==> src/rtl/vco_band_cal_pkg.sv <==
package vco_band_cal_pkg;
  typedef enum logic [1:0] {
    CAL_IDLE   = 2'd0,
    CAL_SEARCH = 2'd1,
    CAL_CLOSE  = 2'd2
  } cal_state_e;

  typedef enum logic [1:0] {
    MEAS_IDLE   = 2'd0,
    MEAS_SETTLE = 2'd1,
    MEAS_COUNT  = 2'd2,
    MEAS_REPORT = 2'd3
  } meas_phase_e;
endpackage

==> src/rtl/vco_band_edge_sync.sv <==
module vco_band_edge_sync #(
  parameter int STAGES = 2
) (
  input  logic clk,
  input  logic rst_n,
  input  logic async_i,
  output logic rise_o
);
  logic [STAGES:0] sh_q;

  always_ff @(posedge clk or negedge rst_n) begin
    if (!rst_n) sh_q <= '0;
    else        sh_q <= {sh_q[STAGES-1:0], async_i};
  end

  // sh_q[STAGES-1] is the last synchronizer stage, sh_q[STAGES] its history
  assign rise_o = sh_q[STAGES-1] & ~sh_q[STAGES];
endmodule

==> src/rtl/vco_band_freq_counter.sv <==
module vco_band_freq_counter
  import vco_band_cal_pkg::*;
#(
  parameter int WIN_CYC    = 256,
  parameter int SETTLE_CYC = 8,
  parameter int CNT_W      = $clog2(WIN_CYC + 1)
) (
  input  logic             clk,
  input  logic             rst_n,
  input  logic             arm_i,
  input  logic             rise_i,
  output logic             valid_o,
  output logic [CNT_W-1:0] count_o
);
  localparam int SPAN  = (WIN_CYC > SETTLE_CYC) ? WIN_CYC : SETTLE_CYC;
  localparam int TMR_W = (SPAN > 1) ? $clog2(SPAN) : 1;

  meas_phase_e      phase_q;
  logic [TMR_W-1:0] tmr_q;
  logic [CNT_W-1:0] cnt_q;

  always_ff @(posedge clk or negedge rst_n) begin
    if (!rst_n) begin
      phase_q <= MEAS_IDLE;
      tmr_q   <= '0;
      cnt_q   <= '0;
    end else if (arm_i) begin
      phase_q <= MEAS_SETTLE;
      tmr_q   <= '0;
    end else begin
      case (phase_q)
        MEAS_SETTLE: begin
          if (tmr_q == TMR_W'(SETTLE_CYC - 1)) begin
            phase_q <= MEAS_COUNT;
            tmr_q   <= '0;
            cnt_q   <= '0;
          end else begin
            tmr_q <= tmr_q + 1'b1;
          end
        end
        MEAS_COUNT: begin
          cnt_q <= cnt_q + CNT_W'(rise_i);
          if (tmr_q == TMR_W'(WIN_CYC - 1)) phase_q <= MEAS_REPORT;
          else                              tmr_q   <= tmr_q + 1'b1;
        end
        MEAS_REPORT: phase_q <= MEAS_IDLE;
        default:     phase_q <= MEAS_IDLE;
      endcase
    end
  end

  assign valid_o = (phase_q == MEAS_REPORT);
  assign count_o = cnt_q;

  AST_NO_OVERFLOW: assert property (@(posedge clk) disable iff (!rst_n)
    cnt_q <= CNT_W'(WIN_CYC)) else $error("edge count beyond window");
  AST_REPORT_SINGLE: assert property (@(posedge clk) disable iff (!rst_n)
    valid_o |=> !valid_o) else $error("report lasted more than a cycle");
endmodule

==> src/rtl/vco_band_sar.sv <==
module vco_band_sar #(
  parameter int CODE_W = 4
) (
  input  logic              clk,
  input  logic              rst_n,
  input  logic              init_i,
  input  logic              step_i,
  input  logic              keep_i,
  output logic [CODE_W-1:0] code_o,
  output logic              last_o
);
  localparam logic [CODE_W-1:0] MSB_ONLY = {1'b1, {(CODE_W-1){1'b0}}};

  logic [CODE_W-1:0] trial_q;
  logic [CODE_W-1:0] probe_q;
  logic [CODE_W-1:0] settled;

  assign settled = keep_i ? trial_q : (trial_q & ~probe_q);

  always_ff @(posedge clk or negedge rst_n) begin
    if (!rst_n) begin
      trial_q <= '0;
      probe_q <= '0;
    end else if (init_i) begin
      trial_q <= MSB_ONLY;
      probe_q <= MSB_ONLY;
    end else if (step_i && (probe_q != '0)) begin
      trial_q <= settled | (probe_q >> 1);
      probe_q <= probe_q >> 1;
    end
  end

  assign code_o = trial_q;
  assign last_o = probe_q[0];

  AST_PROBE_ONEHOT: assert property (@(posedge clk) disable iff (!rst_n)
    $onehot0(probe_q)) else $error("probe not one-hot");
  AST_CODE_STILL: assert property (@(posedge clk) disable iff (!rst_n)
    (!init_i && !step_i) |=> $stable(trial_q)) else $error("code moved between steps");
endmodule

==> src/rtl/vco_band_cal.sv <==
module vco_band_cal
  import vco_band_cal_pkg::*;
#(
  parameter int CODE_W      = 4,
  parameter int INT_W       = 8,
  parameter int FRAC_W      = 16,
  parameter int WIN_CYC     = 256,
  parameter int SETTLE_CYC  = 8,
  parameter int PRE_LOG2    = 8,
  parameter int SYNC_STAGES = 2
) (
  input  logic              clk,
  input  logic              rst_n,
  input  logic              cal_start_i,
  input  logic [INT_W-1:0]  ftw_int_i,
  input  logic [FRAC_W-1:0] ftw_frac_i,
  input  logic              vco_div_i,
  output logic              loop_open_o,
  output logic              vctl_pin_o,
  output logic [CODE_W-1:0] coarse_code_o,
  output logic [INT_W-1:0]  div_int_o,
  output logic [FRAC_W-1:0] div_frac_o,
  output logic              cal_done_o
);
  localparam int CNT_W = $clog2(WIN_CYC + 1);
  localparam int TGT_W = INT_W + CNT_W;

  cal_state_e        state_q;
  logic              open_q;
  logic              done_q;
  logic [INT_W-1:0]  ftw_int_q;
  logic [FRAC_W-1:0] ftw_frac_q;
  logic [INT_W-1:0]  div_int_q;
  logic [FRAC_W-1:0] div_frac_q;

  logic              rise;
  logic              meas_valid;
  logic [CNT_W-1:0]  meas_count;
  logic              accept;
  logic              arm;
  logic              last_bit;
  logic              keep;
  logic [CODE_W-1:0] code;
  logic [TGT_W-1:0]  product;
  logic [TGT_W-1:0]  target;

  assign accept  = (state_q == CAL_IDLE) && cal_start_i;
  assign arm     = accept || (state_q == CAL_SEARCH && meas_valid && !last_bit);
  assign product = {{CNT_W{1'b0}}, ftw_int_q} * TGT_W'(WIN_CYC);
  assign target  = product >> PRE_LOG2;
  assign keep    = {{INT_W{1'b0}}, meas_count} >= target;

  vco_band_edge_sync #(.STAGES(SYNC_STAGES)) u_sync (
    .clk    (clk),
    .rst_n  (rst_n),
    .async_i(vco_div_i),
    .rise_o (rise)
  );

  vco_band_freq_counter #(
    .WIN_CYC   (WIN_CYC),
    .SETTLE_CYC(SETTLE_CYC),
    .CNT_W     (CNT_W)
  ) u_count (
    .clk    (clk),
    .rst_n  (rst_n),
    .arm_i  (arm),
    .rise_i (rise),
    .valid_o(meas_valid),
    .count_o(meas_count)
  );

  vco_band_sar #(.CODE_W(CODE_W)) u_sar (
    .clk   (clk),
    .rst_n (rst_n),
    .init_i(accept),
    .step_i(state_q == CAL_SEARCH && meas_valid),
    .keep_i(keep),
    .code_o(code),
    .last_o(last_bit)
  );

  always_ff @(posedge clk or negedge rst_n) begin
    if (!rst_n) begin
      state_q    <= CAL_IDLE;
      open_q     <= 1'b0;
      done_q     <= 1'b0;
      ftw_int_q  <= '0;
      ftw_frac_q <= '0;
      div_int_q  <= '0;
      div_frac_q <= '0;
    end else begin
      done_q <= (state_q == CAL_CLOSE);
      case (state_q)
        CAL_IDLE: if (cal_start_i) begin
          state_q    <= CAL_SEARCH;
          open_q     <= 1'b1;
          ftw_int_q  <= ftw_int_i;
          ftw_frac_q <= ftw_frac_i;
        end
        CAL_SEARCH: if (meas_valid && last_bit) begin
          state_q    <= CAL_CLOSE;
          open_q     <= 1'b0;
          div_int_q  <= ftw_int_q;
          div_frac_q <= ftw_frac_q;
        end
        CAL_CLOSE: state_q <= CAL_IDLE;
        default:   state_q <= CAL_IDLE;
      endcase
    end
  end

  assign loop_open_o   = open_q;
  assign vctl_pin_o    = open_q;
  assign coarse_code_o = code;
  assign div_int_o     = div_int_q;
  assign div_frac_o    = div_frac_q;
  assign cal_done_o    = done_q;

  AST_DONE_AFTER_CLOSE: assert property (@(posedge clk) disable iff (!rst_n)
    done_q |-> (!open_q && !$past(open_q) && $past(open_q, 2))) else $error("done misplaced");
  AST_CODE_HOLD: assert property (@(posedge clk) disable iff (!rst_n)
    ($stable(open_q) && !open_q) |-> ($stable(code) && $stable(div_int_q))) else $error("outputs moved while closed");
  AST_START_IGNORED: assert property (@(posedge clk) disable iff (!rst_n)
    (state_q != CAL_IDLE && cal_start_i) |=> $stable(ftw_int_q)) else $error("busy start captured");
endmodule

==> config.mk <==
export PLATFORM = sky130hd
export DESIGN_NAME = vco_band_cal
export DESIGN_NICKNAME = d
export VERILOG_FILES = /design/src/rtl/vco_band_cal_pkg.sv /design/src/rtl/vco_band_edge_sync.sv /design/src/rtl/vco_band_freq_counter.sv /design/src/rtl/vco_band_sar.sv /design/src/rtl/vco_band_cal.sv
export SDC_FILE = /design/constraint.sdc
export NUM_CORES = 1
export LEC_CHECK = 0
export BUFFER_PORTS_ARGS = -buffer_cell sky130_fd_sc_hd__buf_2
export CAP_MARGIN = 30
export CORE_AREA = 5 5 96 98
export CTS_BUF_LIST = sky130_fd_sc_hd__clkbuf_8
export DETAILED_ROUTE_END_ITERATION = 10
export DIE_AREA = 0 0 101 103
export PLACE_DENSITY = 0.61
export SETUP_SLACK_MARGIN = 0.4
export SLEW_MARGIN = 20
export SYNTH_ARGS = -nofsm -noshare
export SYNTH_HDL_FRONTEND = slang
export SYNTH_SLANG_ARGS = --single-unit
==> constraint.sdc <==
create_clock -name clk -period 3.5 [get_ports clk]
set_input_delay 0.35 -clock clk [delete_from_list [all_inputs] [get_ports clk]]
set_output_delay 0.35 -clock clk [all_outputs]
set_load 0.05 [all_outputs]
; Word-level counts from Yosys, hierarchy flattened
; Index checks and enable logic that the tools add are counted.
[classes]
addsub = 2
magnitude_cmp = 1
eq_ne = 13
mux = 21
n_bitwise = 6
reduce_logical = 20
[op_table]
columns = cell, count
row1 = $mux W8, 3
row2 = $mux W4, 5
row3 = $pmux W9 S2, 1
row4 = $pmux W8 S2, 1
row5 = $mux W2, 5
row6 = $reduce_and A2 Y1, 5
row7 = $add A9 B1 Y9, 1
row8 = $ge A9 B8 Y1, 1
row9 = $mux W9, 1
row10 = $add A8 B1 Y8 const B, 1
row11 = $eq A8 B3 Y1 const B, 1
row12 = $eq A8 B8 Y1 const B, 1
row13 = $pmux W2 S2, 2
row14 = $eq A2 B2 Y1 const B, 3
row15 = $ne A3 B2 Y1 const B, 2
row16 = $reduce_and A3 Y1, 2
row17 = $reduce_bool A2 Y1, 3
row18 = $logic_and A1 B1 Y1, 5
row19 = $and A4 B4 Y4, 1
row20 = $eq A2 B1 Y1 const B, 2
row21 = $ne A2 B1 Y1 const B, 2
row22 = $not A4 Y4, 1
row23 = $or A4 B3 Y4, 1
row24 = $reduce_bool A4 Y1, 1
row25 = other kinds (10), 12
[totals]
ff_bits = 82
input_bits = 28
output_inout_bits = 31
elab_cells = 76

; Longest topological paths before layout
[logic_depth]
depth_word = 6
depth_mapped = 8
mapped_depth_nobuf = 8

; Modules after synthesis
; Synthesis repeated with hierarchy kept, for this count alone.
[hier_totals]
cells_unflattened = 305
area_unflattened_um2 = 3801.1
[by_module_without_submodules]
columns = mod, n_inst, cells_per_inst, area_each_um2, seq_area_each_um2
row1 = vco_band_cal, 1, 152, 2219.6, 1301.2
row2 = vco_band_freq_counter, 1, 119, 1156.1, 475.5
row3 = vco_band_sar, 1, 30, 336.6, 200.2
row4 = vco_band_edge_sync, 1, 4, 88.8, 75.1

; Worst setup path after synthesis
; No wires, ideal clock.
[synth_path]
kind = reg-to-reg
from = reg u_count.tmr_q[5]
to = reg u_count.cnt_q[3], in the netlist u_count.count_o[3]
setup_ns = 0.069
arrival_time_ns = 2.298
required_ns = 3.431
slack_ns = 1.133
path_stages_with_launch = 7
path_buffers = 1
period_less_slack_ns = 2.367
path_cell_list = dfrtp_1 -> or4_4 -> o31a_1 -> or3_1 -> buf_2 -> or4b_1 -> nand3_1
[synth_via]
elab_chain_cells = 3
[synth_rtl]
columns = element, line_no
row1 = from (decl), vco_band_freq_counter.sv:19  ; logic [TMR_W-1:0] tmr_q;
row2 = from (signal assigned), vco_band_freq_counter.sv:38  ; tmr_q <= tmr_q + 1'b1;
row3 = from (signal assigned), vco_band_freq_counter.sv:44  ; else tmr_q <= tmr_q + 1'b1;
row4 = $eq A8 B3 Y1, vco_band_freq_counter.sv:33  ; if (tmr_q == TMR_W'(SETTLE_CYC - 1)) begin
row5 = $ne A2 B1 Y1 (no source line), n/a
row6 = $reduce_and A3 Y1 (no source line), n/a
row7 = to (signal assigned), vco_band_freq_counter.sv:42  ; cnt_q <= cnt_q + CNT_W'(rise_i);
row8 = to (decl), vco_band_freq_counter.sv:20  ; logic [CNT_W-1:0] cnt_q;
; No other way between the ends.
; A chain may end at the register's enable or synchronous reset.

; Final worst setup path
[layout_path]
from = reg u_count.tmr_q[5]
to = reg u_count.cnt_q[7], in the netlist u_count.count_o[7]
; The elaborated chain is that of the path after synthesis.

==> flow_summary.json <==
{
  "layout.cells.non_filler": 521,
  "ctsHtreeMaxLevel": 3,
  "power.density_mw_per_mm2": 895,
  "dp.cells": 504,
  "pre_cts_ws_ns": 0.906,
  "post_cts_buffers": 0,
  "grt_usage": 0.147,
  "post-route-cell-area_mm2": 0.00423,
  "cts.sink_count": 82,
  "status": "finished clean",
  "max_freq_ghz": 0.381,
  "placedInstanceArea_mm2": 0.00400,
  "critPathKind": "register to register",
  "cp_slowest_cell": "or3_1",
  "diodes": 0,
  "r2r_start": "u_count.tmr_q[5]$_DFFE_PN0P_",
  "syn_area_mm2": 0.00358,
  "cts-root-buf": "clkbuf_8",
  "synth_top_area_share": 0.573,
  "worstPathArrival_ns": 2.90,
  "fin_tns_setup_ns": 0,
  "dieWidth_um": 101,
  "synth_top_family_by_area": "simple AND/OR/NAND/NOR gates",
  "cts_made_buffers": 9,
  "vias_per_cell": 5.00,
  "yosysTopAreaCell": "dfrtp_1",
  "max_slew_margin": 0.554,
  "globalplace.congestion": 0.815,
  "cts_tree": "built",
  "ff2ff_setup_slack_ns": 0.88,
  "fin_skew_ns": 0.0102,
  "overflow": 0,
  "syn_nets": 391,
  "ys_seq_area_frac": 0.573,
  "rows": 34,
  "drtIter0Drc": 102,
  "cp_max_fo": 18,
  "setup.worst_path.start": "u_count.tmr_q[5]$_DFFE_PN0P_",
  "grt_pass1_wl_um": 12100,
  "synth_compound_area_frac": 0.0908,
  "yosys_warnings": 0,
  "dp_hpwl_um": 4900,
  "wl_per_cell_um": 13.6,
  "core_area_mm2": 0.00838,
  "async_flop_share": 1.00,
  "start_util": 0.427,
  "crit_path_end_kind": "register",
  "die_h_um": 103,
  "report.final.hold_viol_count": 0,
  "slew_violations": 0,
  "layout-drive-gt1-share": 0.235,
  "synth-simple-area-share": 0.193,
  "setup_viol": 0,
  "worst_pin_slew_ns": 0.661,
  "pin_count": 59,
  "cts_resized": 0,
  "hold_depth": 1,
  "mostFrequentLayoutCells": "nand2_1 (96), dfrtp_1 (82), buf_2 (57)",
  "rsz0062_at_grt": "false",
  "min-delay-start": "vco_div_i",
  "drt_wl_total_um": 7070,
  "reg2reg_depth": 5,
  "num_vias": 2606,
  "power_mw": 3.78,
  "grt_max_degree": 48,
  "area_delta_synth_final_pct": 18.1,
  "nNetsFinal": 450,
  "period_share": 0.750,
  "max-cap-violations": 0,
  "grt_pass1_vias": 2505,
  "p_leak_nw": 2.17,
  "synth_fa_ha_area_frac": 0.0489,
  "layout_commonest_cell": "nand2_1",
  "synth_area_leaders": "dfrtp_1 (57%), nand2_1 (10%), mux2_2 (5.3%)",
  "hold_slack_ns": 0.110,
  "synth_edf_count": 0,
  "port_buffers": 58,
  "synthMuxAreaShare": 0.0590,
  "die-area_mm2": 0.0104,
  "worst_skew_pair.late_latency_ns": 0.35,
  "final_util": 0.505,
  "cp.required_ns": 3.78,
  "synth_cell_types": 46,
  "regToRegEndpoint": "u_count.count_o[7]$_DFFE_PN0P_",
  "max_stage_delay_ns": 0.59,
  "ys_ff_latch": 82,
  "ir_drop_uv": 276,
  "critPathLaunchType": "register",
  "syn_area_per_cell_um2": 10.3,
  "hold_end": "u_sync.sh_q[0]$_DFF_PN0_",
  "antenna_found_initial": 0,
  "drc_errors": 0,
  "min_path_type": "input pin to register",
  "layout_min_cycle_time_ns": 2.62,
  "postSynthCellCount": 349,
  "synth-xor-area-share": 0.00489,
  "fin_ws_ns": 0.876,
  "drt.antenna.violating_nets": 0,
  "cts.path.max_buffers": 2,
  "crit_chain": "or4_4 > o31a_1 > or3_1 > or4b_1 > nand3_1",
  "first_pass_iters": 4,
  "clk_pin_slew_ns": 0.08,
  "synth_ff_type": "dfrtp_1"
}
## flip-flops by register name (all words and copies together), names as in the netlist
register and count:
loop_open_o 1, u_sar.code_o 4, u_count.tmr_q 8, ftw_int_q 8, u_sync.sh_q 3, u_count.count_o 9, div_int_o 8, u_count.phase_q 2
state_q 2, ftw_frac_q 16, cal_done_o 1, u_sar.probe_q 4, div_frac_o 16
## layer usage
layer | track usage | routed length (um) | vias to the layer above
met4 | 0.0613 | 123 | 0
met3 | 0.0338 | 298 | 11
met1 | 0.197 | 3280 | 1241
met5 | 0 | 0 | -
li1 | - | - | 1315
met2 | 0.232 | 3370 | 39
## where the power goes
part,internal [mW],switching [mW],total [mW]
logic,0.475,1.04,1.52
registers,1.29,0.224,1.52
clock network,0.402,0.349,0.751
total,2.17,1.61,3.78
## cell type report
class,instances,area (um^2)
Multi-Input combinational cell,239,1420
Timing Repair Buffer,63,353
Inverter,13,48.8
Fill cell,780,4150
Sequential cell,82,2050
Clock inverter,7,93.8
Clock buffer,9,124
Tap cell,108,135
## synthesized netlist by cell type, types with 2 or more instances
master,n
a211oi_1,2
a21o_1,2
a21oi_1,5
a22oi_1,2
a31oi_1,4
a41oi_1,2
and2_1,2
clkbuf_1,12
dfrtp_1,82
ha_1,14
inv_1,12
mux2_2,17
mux2i_1,2
nand2_1,96
nand3_1,15
nand3b_1,3
nand4_1,2
nor2_1,17
nor2b_1,3
nor3b_1,2
o21ai_0,21
o221ai_1,2
o31ai_1,3
or3_1,2
or4b_1,3
xor2_1,2
## repair_timing
action | CTS | global route
hold endpoints to repair | 35 | 0
hold buffers | 1 | 0
endpoints found under the setup margin | 0 | 0
## worst max-delay path, delay by kind of cell, from the launching register on
family,cells,cell delay [ns]
flip-flops,1,0.43
AO/OA/AOI/OAI,1,0.33
AND/OR/NAND/NOR,4,1.80
## how the worst max path moves through the flow
| stage | end | slack (ns) | depth (start not counted) |
|---|---|---|---|
| global placement | u_count.count_o[4]$_DFFE_PN0P_ | 0.93 | 5 |
| global route | u_count.count_o[7]$_DFFE_PN0P_ | 0.76 | 5 |
| finish | u_count.count_o[7]$_DFFE_PN0P_ | 0.88 | 5 |
| detailed placement | u_count.count_o[4]$_DFFE_PN0P_ | 0.91 | 5 |
| CTS | u_count.count_o[7]$_DFFE_PN0P_ | 0.89 | 5 |
| floorplan | u_count.count_o[3]$_DFFE_PN0P_ | 1.13 | 6 |
## cells by family after synthesis
family                   Yosys count
buffers and inverters             28
XOR/XNOR                           2
AND/OR/NAND/NOR                  153
AO/OA/AOI/OAI                     51
multiplexers                      19
adder cells (fa/ha/maj)           14
flip-flops                        82
Power figures use the tool's default switching activity.
